--- config.mk ---
export PLATFORM = sky130hd
export DESIGN_NAME = stereo_pair_fifo
export DESIGN_NICKNAME = d
export VERILOG_FILES = /design/src/rtl/stpf_pkg.sv /design/src/rtl/stpf_pack.sv /design/src/rtl/stpf_ctrl.sv /design/src/rtl/stpf_store.sv /design/src/rtl/stereo_pair_fifo.sv
export SDC_FILE = /design/constraint.sdc
export NUM_CORES = 1
export LEC_CHECK = 0
export BUFFER_PORTS_ARGS = -buffer_cell sky130_fd_sc_hd__buf_2
export CAP_MARGIN = 20
export CORE_ASPECT_RATIO = 1.4
export CORE_MARGIN = 2
export CORE_UTILIZATION = 45
export DETAILED_ROUTE_END_ITERATION = 8
export GPL_TIMING_DRIVEN = 1
export PLACE_DENSITY_LB_ADDON = 0.1
export SYNTH_ARGS = -nofsm -noshare
export SYNTH_HDL_FRONTEND = slang
export SYNTH_HIERARCHICAL = 1
export SYNTH_SLANG_ARGS = --single-unit
export TNS_END_PERCENT = 10
--- constraint.sdc ---
create_clock -name clk -period 3.9 [get_ports clk]
set_input_delay 0.39 -clock clk [delete_from_list [all_inputs] [get_ports clk]]
set_output_delay 0.39 -clock clk [all_outputs]
set_load 0.03 [all_outputs]
--- src/rtl/stpf_pkg.sv ---
package stpf_pkg;

    typedef enum logic [1:0] {
        WM_16    = 2'd0,
        WM_24    = 2'd1,
        WM_FULL  = 2'd2,
        WM_FULL2 = 2'd3
    } word_mode_e;

    // Number of low bits kept for a given mode and word width.
    function automatic int unsigned kept_bits(word_mode_e m, int unsigned width);
        int unsigned k;
        case (m)
            WM_16:   k = 16;
            WM_24:   k = 24;
            default: k = width;
        endcase
        if (k > width) k = width;
        return k;
    endfunction

endpackage

--- src/rtl/stpf_pack.sv ---
module stpf_pack #(
    parameter int DATA_W = 32
) (
    input  logic              clk,
    input  logic              rst_n,
    input  logic              ctl_en,
    input  logic              wr_stb,
    input  logic              wr_right,
    input  logic [DATA_W-1:0] wr_data,
    input  logic [1:0]        word_mode,
    output logic              push,
    output logic [DATA_W-1:0] push_left,
    output logic [DATA_W-1:0] push_right
);
    import stpf_pkg::*;

    typedef struct packed {
        logic              pend_v;
        logic [DATA_W-1:0] pend_w;
    } pack_st_t;

    pack_st_t st_d, st_q;
    logic [DATA_W-1:0] masked;

    always_comb begin
        int unsigned keep;
        keep = kept_bits(word_mode_e'(word_mode), DATA_W);
        for (int i = 0; i < DATA_W; i++) begin
            masked[i] = wr_data[i] & (i < int'(keep));
        end

        push       = ctl_en & wr_stb & wr_right & st_q.pend_v;
        push_left  = st_q.pend_w;
        push_right = masked;

        st_d = st_q;
        if (!ctl_en) begin
            st_d = '0;
        end else if (wr_stb) begin
            if (!wr_right) begin
                st_d.pend_v = 1'b1;
                st_d.pend_w = masked;
            end else begin
                st_d.pend_v = 1'b0;
            end
        end
    end

    always_ff @(posedge clk or negedge rst_n) begin
        if (!rst_n) st_q <= '0;
        else        st_q <= st_d;
    end

endmodule

--- src/rtl/stpf_ctrl.sv ---
module stpf_ctrl #(
    parameter int DEPTH = 8,
    localparam int AW   = (DEPTH > 1) ? $clog2(DEPTH) : 1
) (
    input  logic          clk,
    input  logic          rst_n,
    input  logic          ctl_en,
    input  logic          push,
    input  logic          rd_req,
    input  logic          ovf_clr,
    output logic          wr_en,
    output logic [AW-1:0] wr_idx,
    output logic          rd_en,
    output logic [AW-1:0] rd_idx,
    output logic          full,
    output logic          empty,
    output logic          ovf_flag
);

    typedef struct packed {
        logic [AW:0] wp;
        logic [AW:0] rp;
        logic        ovf;
    } ctrl_st_t;

    ctrl_st_t st_d, st_q;

    always_comb begin
        full     = (st_q.wp[AW] != st_q.rp[AW]) && (st_q.wp[AW-1:0] == st_q.rp[AW-1:0]);
        empty    = (st_q.wp == st_q.rp);
        ovf_flag = st_q.ovf;
        wr_idx   = st_q.wp[AW-1:0];
        rd_idx   = st_q.rp[AW-1:0];
        wr_en    = ctl_en & push & ~full;
        rd_en    = ctl_en & rd_req & ~empty;

        st_d = st_q;
        if (!ctl_en) begin
            st_d = '0;
        end else begin
            st_d.wp  = st_q.wp + (AW+1)'(wr_en);
            st_d.rp  = st_q.rp + (AW+1)'(rd_en);
            st_d.ovf = (st_q.ovf & ~ovf_clr) | (push & full);
        end
    end

    always_ff @(posedge clk or negedge rst_n) begin
        if (!rst_n) st_q <= '0;
        else        st_q <= st_d;
    end

endmodule

--- src/rtl/stpf_store.sv ---
module stpf_store #(
    parameter int DEPTH  = 8,
    parameter int DATA_W = 32,
    localparam int AW    = (DEPTH > 1) ? $clog2(DEPTH) : 1
) (
    input  logic              clk,
    input  logic              rst_n,
    input  logic              ctl_en,
    input  logic              wr_en,
    input  logic [AW-1:0]     wr_idx,
    input  logic [DATA_W-1:0] wr_left,
    input  logic [DATA_W-1:0] wr_right,
    input  logic              rd_en,
    input  logic [AW-1:0]     rd_idx,
    output logic              rd_valid,
    output logic [DATA_W-1:0] rd_left,
    output logic [DATA_W-1:0] rd_right
);

    typedef struct packed {
        logic [DEPTH-1:0][DATA_W-1:0] lft;
        logic [DEPTH-1:0][DATA_W-1:0] rgt;
        logic [DATA_W-1:0]            out_l;
        logic [DATA_W-1:0]            out_r;
        logic                         vld;
    } store_st_t;

    store_st_t st_d, st_q;

    always_comb begin
        st_d     = st_q;
        st_d.vld = 1'b0;
        if (!ctl_en) begin
            st_d = '0;
        end else begin
            if (wr_en) begin
                st_d.lft[wr_idx] = wr_left;
                st_d.rgt[wr_idx] = wr_right;
            end
            if (rd_en) begin
                st_d.out_l = st_q.lft[rd_idx];
                st_d.out_r = st_q.rgt[rd_idx];
                st_d.vld   = 1'b1;
            end
        end
        rd_valid = st_q.vld;
        rd_left  = st_q.out_l;
        rd_right = st_q.out_r;
    end

    always_ff @(posedge clk or negedge rst_n) begin
        if (!rst_n) st_q <= '0;
        else        st_q <= st_d;
    end

endmodule

--- src/rtl/stereo_pair_fifo.sv ---
module stereo_pair_fifo #(
    parameter int DEPTH  = 8,
    parameter int DATA_W = 32,
    localparam int AW    = (DEPTH > 1) ? $clog2(DEPTH) : 1
) (
    input  logic              clk,
    input  logic              rst_n,
    input  logic              ctl_en,
    input  logic              wr_stb,
    input  logic              wr_right,
    input  logic [DATA_W-1:0] wr_data,
    input  logic [1:0]        word_mode,
    input  logic              ovf_clr,
    input  logic              rd_req,
    output logic              rd_valid,
    output logic [DATA_W-1:0] rd_left,
    output logic [DATA_W-1:0] rd_right,
    output logic              full,
    output logic              empty,
    output logic              ovf_flag
);

    logic              pair_push;
    logic [DATA_W-1:0] pair_l, pair_r;
    logic              wr_en, rd_en;
    logic [AW-1:0]     wr_idx, rd_idx;

    stpf_pack #(.DATA_W(DATA_W)) u_pack (
        .clk        (clk),
        .rst_n      (rst_n),
        .ctl_en     (ctl_en),
        .wr_stb     (wr_stb),
        .wr_right   (wr_right),
        .wr_data    (wr_data),
        .word_mode  (word_mode),
        .push       (pair_push),
        .push_left  (pair_l),
        .push_right (pair_r)
    );

    stpf_ctrl #(.DEPTH(DEPTH)) u_ctrl (
        .clk      (clk),
        .rst_n    (rst_n),
        .ctl_en   (ctl_en),
        .push     (pair_push),
        .rd_req   (rd_req),
        .ovf_clr  (ovf_clr),
        .wr_en    (wr_en),
        .wr_idx   (wr_idx),
        .rd_en    (rd_en),
        .rd_idx   (rd_idx),
        .full     (full),
        .empty    (empty),
        .ovf_flag (ovf_flag)
    );

    stpf_store #(.DEPTH(DEPTH), .DATA_W(DATA_W)) u_store (
        .clk      (clk),
        .rst_n    (rst_n),
        .ctl_en   (ctl_en),
        .wr_en    (wr_en),
        .wr_idx   (wr_idx),
        .wr_left  (pair_l),
        .wr_right (pair_r),
        .rd_en    (rd_en),
        .rd_idx   (rd_idx),
        .rd_valid (rd_valid),
        .rd_left  (rd_left),
        .rd_right (rd_right)
    );

endmodule

---- Word level (Yosys, flattened, before mapping) ----
Cells that the tools add are included.
operators by class
  $add $sub $neg .......................... 2
  order comparisons ....................... 36
  equality and inequality tests ........... 8
  muxes and demuxes ....................... 18
  bitwise logic cells ..................... 45
  reduce and logical (&&, ||, !) cells .... 4
operators by type and width
  cell                                                                                  number
  577-bit 2-to-1 mux                                                                    1
  256-bit bitwise mux                                                                   2
  512-bit 2-to-1 mux                                                                    1
  32-bit binary-select mux with 3-bit select                                            2
  32-bit 2-to-1 mux                                                                     4
  32-bit demux with 3-bit select                                                        1
  5-bit by 6-bit < comparator with 1-bit output (first input constant)                  16
  33-bit 2-to-1 mux                                                                     2
  65-bit 2-to-1 mux                                                                     1
  4-bit by 6-bit < comparator with 1-bit output (first input constant)                  8
  1-bit AND                                                                             41
  3-bit by 6-bit < comparator with 1-bit output (first input constant)                  4
  1-bit by 6-bit < comparator with 1-bit output (first input constant)                  2
  2-bit by 6-bit < comparator with 1-bit output (first input constant)                  2
  6-bit one-hot mux with 2 select lines                                                 1
  9-bit 2-to-1 mux                                                                      1
  4-bit by 1-bit adder with 4-bit output                                                2
  3-bit by 4-bit < comparator with 1-bit output (second input constant)                 2
  6-bit greater-than comparator (second input constant)                                 1
  6-bit 2-to-1 mux                                                                      1
  2-bit by 1-bit != test with 1-bit output (second input constant)                      3
  4-bit equality test                                                                   1
  3-bit equality test                                                                   1
  3-bit by 1-bit greater-or-equal comparator with 1-bit output (second input constant)  1
  other kinds (9)                                                                       12
storage, ports and cells
  register bits after elaboration ......... 619
  output and inout bits ................... 68
  word-level logic and storage cells ...... 137

---- Longest topological paths before layout ----
  depth in word-level cells ............... 9
  mapped depth ............................ 11
  depth with buffers taken out ............ 7

---- Hierarchy ----
Netlist, hierarchy kept.
by module, submodules not included
  module      instances  cells an instance  area each (µm²)
  stpf_store  1          2947               29105.4
  stpf_pack   1          148                1701.6
  stpf_ctrl   1          47                 505.5

---- Worst setup path before layout ----
OpenSTA, ideal clock, no wires.
  path kind ............................... input-to-reg
  from .................................... in ctl_en
  to ...................................... reg u_store/st_q[321] (netlist name)
  library setup time ...................... 0.127 ns
  data arrival time ....................... 2.065 ns
  data required time ...................... 3.773 ns
  slack ................................... 1.708 ns
  stages on the path ...................... 10
  path buffers ............................ 4
  cell sequence ........................... buf_6 buf_2 and4_1 nand2_1 nor2b_1 or4b_1 buf_2 buf_2 nand2_1 a21boi_0
between the ends
  cells in the longest elaborated chain, start to end .. 6
  elaborated cells between the ends (all ways) .. 7
RTL lines
  element                                             line                    RTL
  from (decl)                                         stereo_pair_fifo.sv:8   input logic ctl_en,
  1-bit AND (3 in series)                             stpf_pack.sv:32         push = ctl_en & wr_stb & wr_right & st_q.pend_v;
  named net pair_push                                 stereo_pair_fifo.sv:23  logic pair_push;
  1-bit AND (2 in series)                             stpf_ctrl.sv:34         wr_en = ctl_en & push & ~full;
  named net wr_en                                     stereo_pair_fifo.sv:25  logic wr_en, rd_en;
  2-bit by 1-bit != test with 1-bit output (no line)  -
  to (signal assigned)                                stpf_store.sv:53        else st_q <= st_d;
  to (decl)                                           stpf_store.sv:28        store_st_t st_d, st_q;
The timed path passes the listed nets, and every way through them passes these cells.
A chain may end at the register's enable or synchronous reset.

---- Final worst setup path ----
  from .................................... reg u_ctrl.st_q, in the netlist u_ctrl/rd_idx[2]
  to ...................................... reg u_store.st_q, in the netlist u_store/rd_right[10]
between the ends
  cells in the longest elaborated chain, start to end .. 4
  elaborated cells between the ends (all ways) .. 8
RTL lines
  element                                                                                   line                               RTL
  from (decl)                                                                               stpf_ctrl.sv:26                    ctrl_st_t st_d, st_q;
  from (signal assigned)                                                                    stpf_ctrl.sv:49                    else st_q <= st_d;
  32-bit binary-select mux with 3-bit select / 4-bit equality test (equally long branches)  stpf_store.sv:42, stpf_ctrl.sv:30
  32-bit 2-to-1 mux (not written as such) / 1-bit inverter (equally long branches)          stpf_store.sv:42, stpf_ctrl.sv:35
  65-bit 2-to-1 mux / 1-bit AND (equally long branches)                                     stpf_store.sv:40, stpf_ctrl.sv:35
  577-bit 2-to-1 mux / 2-bit by 1-bit != test with 1-bit output (equally long branches)     -
Several ways; a longest one is shown, not always the timed one. The select of a mux whose other input is x is not followed.

==> run summary <==
The post-detailed-route DRC marker count is 0, and the die outline area is 0.0717 sq mm. The minimum clock period after layout was 2.99 ns; the number of filler instances in the final layout was 6,417. Relative to the synthesized area, the layout overhead comes to 6.55%. The routed design uses 4390 um of met3 wire. The logs give 93,400 um for the final routed wirelength across all metal layers and 0 for the total congestion overflow. The half-perimeter wire length after placement was 51,000 um.

The H-tree was split into 3 levels. Sequential cell area: 0.0155 sq mm. The count of max-cap constraint violations was 0; the vertical die dimension was 316 um. In this run the power density over the cells is 395 mW/mm^2.

Including well taps, the total number of placed cells is 3,804. For the worst hold slack, the log shows 0.0906 ns. The post-synthesis share of cell area spent on and, or, nand and nor gates was 0.151; the fraction of power spent switching nets was 0.228. On the final layout, the worst clock skew is 0.0231 ns.

On the critical path, the stage with the largest delay is an instance of nand2b_1. Based on the critical path, the design can be clocked at up to 0.334 GHz. The run gives 0.472 as the clock network fraction of total power.

The final worst-path cycle share is 0.767. For the count of final hold-check violations, the log shows 0. The critical path goes through buf_4, nand2b_1, o22ai_1, o31ai_1. The mean instance size in the synthesized netlist was 9.97 sq um; the highest net fanout along the worst path was 61. The tools report the core area as 0.0690 sq mm. In this run the clock root is driven by a clkbuf_16. The category of the worst setup path capture point is a register. Counting distinct cell types in the post-synthesis netlist gives 41. The cell area that synthesis handed to floorplanning was 0.0313 sq mm. The count of buffer and inverter cells on the critical path came out at 1. Post-synthesis sequential area ratio: 0.495.

In the final layout, the multi-input gates occupy 0.0132 sq mm. The adder-cell share of the synthesized area was 0.00160; the number of diodes was 0. The count of buffers inserted at the top-level ports is 108, and the final antenna-violating net count is 0.

The routed design uses 46,700 um of met2 wire. The category of the most critical setup path was register to register. The flow ran to the end, and the final reports show no timing, DRC or antenna violations.

The mux cell area share after synthesis is 0.0921, and the clock transition time at the flip-flop clock pins of the worst setup and hold paths is 0.06 ns. Post-synthesis compound-gate area fraction: 0.172. The tools report the number of placement rows as 114. The share of power burned in registers was 0.492; the via count was 22,300.

In this design, the stage delay of the slowest critical-path cell is 0.95 ns. In this run the horizontal extent of the chip is 227 um. The per-cell via count in the routed design was 5.68. At the pin with the least slew margin, the transition time is 1.22 ns. When the netlist entered floorplanning its net count stood at 3,187. The total track usage was 0.264; the iteration-0 DRC count of the detailed router was 1,671. For the combinational power share, the log shows 0.036. The final cell count without fillers is 3,920, and the number of synthesized register bits is 619. TritonCTS built the clock tree.

In the final timing run, aggregate negative setup slack is 0 ns. Summed over all cells, the static leakage comes to 0.0138 uW. The number of antenna violations at the first check in global routing is 1. At the end of routability-driven placement, the weighted congestion stood at 0.774. STA puts the critical path data arrival time at 3.49 ns. The kind of start point of the critical path was a register.

The clock passes through at most 3 buffers. The tools report the clock sink count as 619. The top routing layer in use was met5. Setup repair after global routing left no endpoint under its margin.

The CTS buffer count was 67. The number of top-level pins is 109, and the Yosys warning count is 6. Counting every instance in the synthesized netlist gives 3,142. The run gives 3000 uW as the total net switching power.

The largest family of logic cells by synthesized area is compound AO/OA/AOI/OAI gates. The sum of routed wire segments on met1 was 40,000 um; the worst endpoint required time was 4.40 ns. The first TritonRoute pass finished after 5 iterations. Across the VDD grid, the largest voltage drop is 248 uV.

The initial standard-cell utilization of the core came out at 0.454. The layout cell share with drive strength beyond 1 works out to 0.169. Setup violations remaining at the end of the flow were counted as 0.

Internal power consumption: 10,200 uW. Worst slew margin relative to its limit: 0.186. Grouping stages by cell kind, the critical path spends the most delay in simple AND/OR/NAND/NOR gates. The placement-stage cell area is 0.0313 sq mm. The logs give 0 for the number of max-slew violations in the final report and 22,900 for the via count of the first global-routing pass.

Clock latency on the worst-skew pair, taken at its later pin, is 0.61 ns. The first global-routing pass estimated 143,000 um of wire. The xor/xnor share of the synthesized area was 0.00224.

The min-delay analysis places its worst path in the category input port to register. For this run, the post-layout net count is 2,991. Dividing the detail-routed wire length by the instance count gives 23.8 um. Entering global routing, the biggest net connects 286 pins.

After routing the design area is 0.0334 sq mm.
-- kinds of logic after synthesis --
| group | count (synthesis) |
|---|---|
| mux | 192 |
| xor+xnor | 8 |
| buf+inv | 434 |
| flops | 619 |
| compound gates | 683 |
| fa+ha+maj | 4 |
| simple gates | 1202 |
-- layout by cell type (no fill, tap or decap), types with 4 or more instances in the layout --
cell type,Yosys,layout
a21boi_0,454,454
a21boi_1,59,59
a32o_1,32,32
and2_1,16,16
buf_12,0,28
buf_2,58,106
buf_4,221,30
clkbuf_1,130,22
clkbuf_16,0,71
clkbuf_8,0,14
clkinv_2,0,7
dfrtp_1,619,616
ha_1,4,4
mux2_1,20,20
mux2_2,108,108
mux4_2,64,64
nand2_1,1091,1089
nor2_1,51,51
nor2b_1,16,15
o21a_1,8,8
o22ai_1,64,64
o31ai_1,11,11
o31ai_2,53,53
xnor2_1,5,5
-- sequential cells by signal (all words and copies together), names as in the netlist --
name / count
u_store/st_q: 512
u_ctrl/ovf_flag: 1
u_ctrl/wr_idx: 3
u_pack/push_left: 32
u_store/rd_valid: 1
u_ctrl/rd_idx: 3
u_ctrl/st_q: 2
u_pack/st_q: 1
u_store/rd_left: 32
u_store/rd_right: 32
-- stage by stage --
stage / total power [uW] / setup slack (ns) / util
2_1_floorplan: 6860 / 1.71 / -
3_3_place_gp: 7070 / 0.991 / 0.453
3_5_place_dp: 7080 / 0.926 / 0.453
4_1_cts: 13300 / 0.897 / 0.483
5_1_grt: 13600 / 0.770 / 0.483
6_report: 13200 / 0.907 / 0.483
-- final cells by class --
| type | count | area share |
|---|---|---|
| clock inverters | 8 | 0.00131 |
| flip-flops and latches | 619 | 0.465 |
| inverters | 2 | 0.000225 |
| well taps | 928 | 0.0348 |
| repair buffers | 167 | 0.0407 |
| clock buffers | 107 | 0.0615 |
| multi-input cells | 2089 | 0.397 |
-- worst min-delay path: cells and delay by family --
family,cells,cell delay (ns)
AOI/OAI and AO/OA,1,0.07
buffers and inverters,1,0.08
and+or+nand+nor,1,0.11
-- metal layers --
layer,vias to the layer above,GRT usage
li1,9965,-
met1,11500,0.356
met2,626,0.450
met3,134,0.0307
met4,2,0.0805
met5,-,0
-- power by group through the flow --
stage / combinational, uW / sequential (uW) / clock [uW]
after global placement: 476 / 6600 / 0
after global routing: 522 / 6480 / 6620
after CTS: 486 / 6480 / 6350
final: 476 / 6480 / 6210
after floorplan: 297 / 6560 / 0
after detailed placement: 484 / 6600 / 0
-- synth_stat cells, drive strengths merged --
cell type | count | area share
o22ai | 64 | 0.013
o211a | 1 | 0.00032
mux2 | 128 | 0.046
o21ai | 1 | 0.00016
and4 | 2 | 0.00056
nor4b | 1 | 0.00048
clkbuf | 130 | 0.016
nand4bb | 3 | 0.0011
ha | 4 | 0.0016
nand2b | 4 | 0.00080
and4bb | 3 | 0.0012
xor2 | 3 | 0.00084
nand4 | 2 | 0.00060
mux4 | 64 | 0.046
and3b | 1 | 0.00028
xnor2 | 5 | 0.0014
or4b | 1 | 0.00032
nand2 | 1091 | 0.13
nand3 | 3 | 0.00048
dfrtp | 619 | 0.49
and2 | 16 | 0.0032
o31ai | 64 | 0.024
nor2 | 51 | 0.0061
a21boi | 513 | 0.12
nor2b | 16 | 0.0032
a32o | 32 | 0.010
and4b | 3 | 0.00096
buf | 302 | 0.070
nand4b | 3 | 0.00084
inv | 2 | 0.00024
o21a | 8 | 0.0019
nand3b | 1 | 0.00024
or2 | 1 | 0.00020
-- what timing repair did --
action | in CTS | in global routing
resized for setup | 0 | 0
hold buffers | 1 | 0
hold endpoints to repair | 93 | 0
endpoints found under the setup margin | 0 | 0
setup buffers | 0 | 0
-- final timing paths --
check / startpoint / endpoint / slack (ns) / depth (start not counted)
setup / recovery: u_ctrl/rd_idx[2]$_DFF_PN0_ / u_store/rd_right[10]$_DFFE_PN0P_ / 0.91 / 4
hold / removal: ovf_clr / u_ctrl/ovf_flag$_DFF_PN0_ / 0.09 / 3
setup reg to reg: u_ctrl/rd_idx[2]$_DFF_PN0_ / u_store/rd_right[10]$_DFFE_PN0P_ / 0.91 / 4
hold reg to reg: u_store/rd_left[12]$_DFFE_PN0P_ / u_store/rd_left[12]$_DFFE_PN0P_ / 0.48 / 2
max in group asynchronous: rst_n / u_store/st_q[221]$_DFFE_PN0P_ / 2.30 / 3
min in group asynchronous: rst_n / u_store/rd_left[3]$_DFFE_PN0P_ / 0.44 / 2
Power figures use the tool's default switching activity.
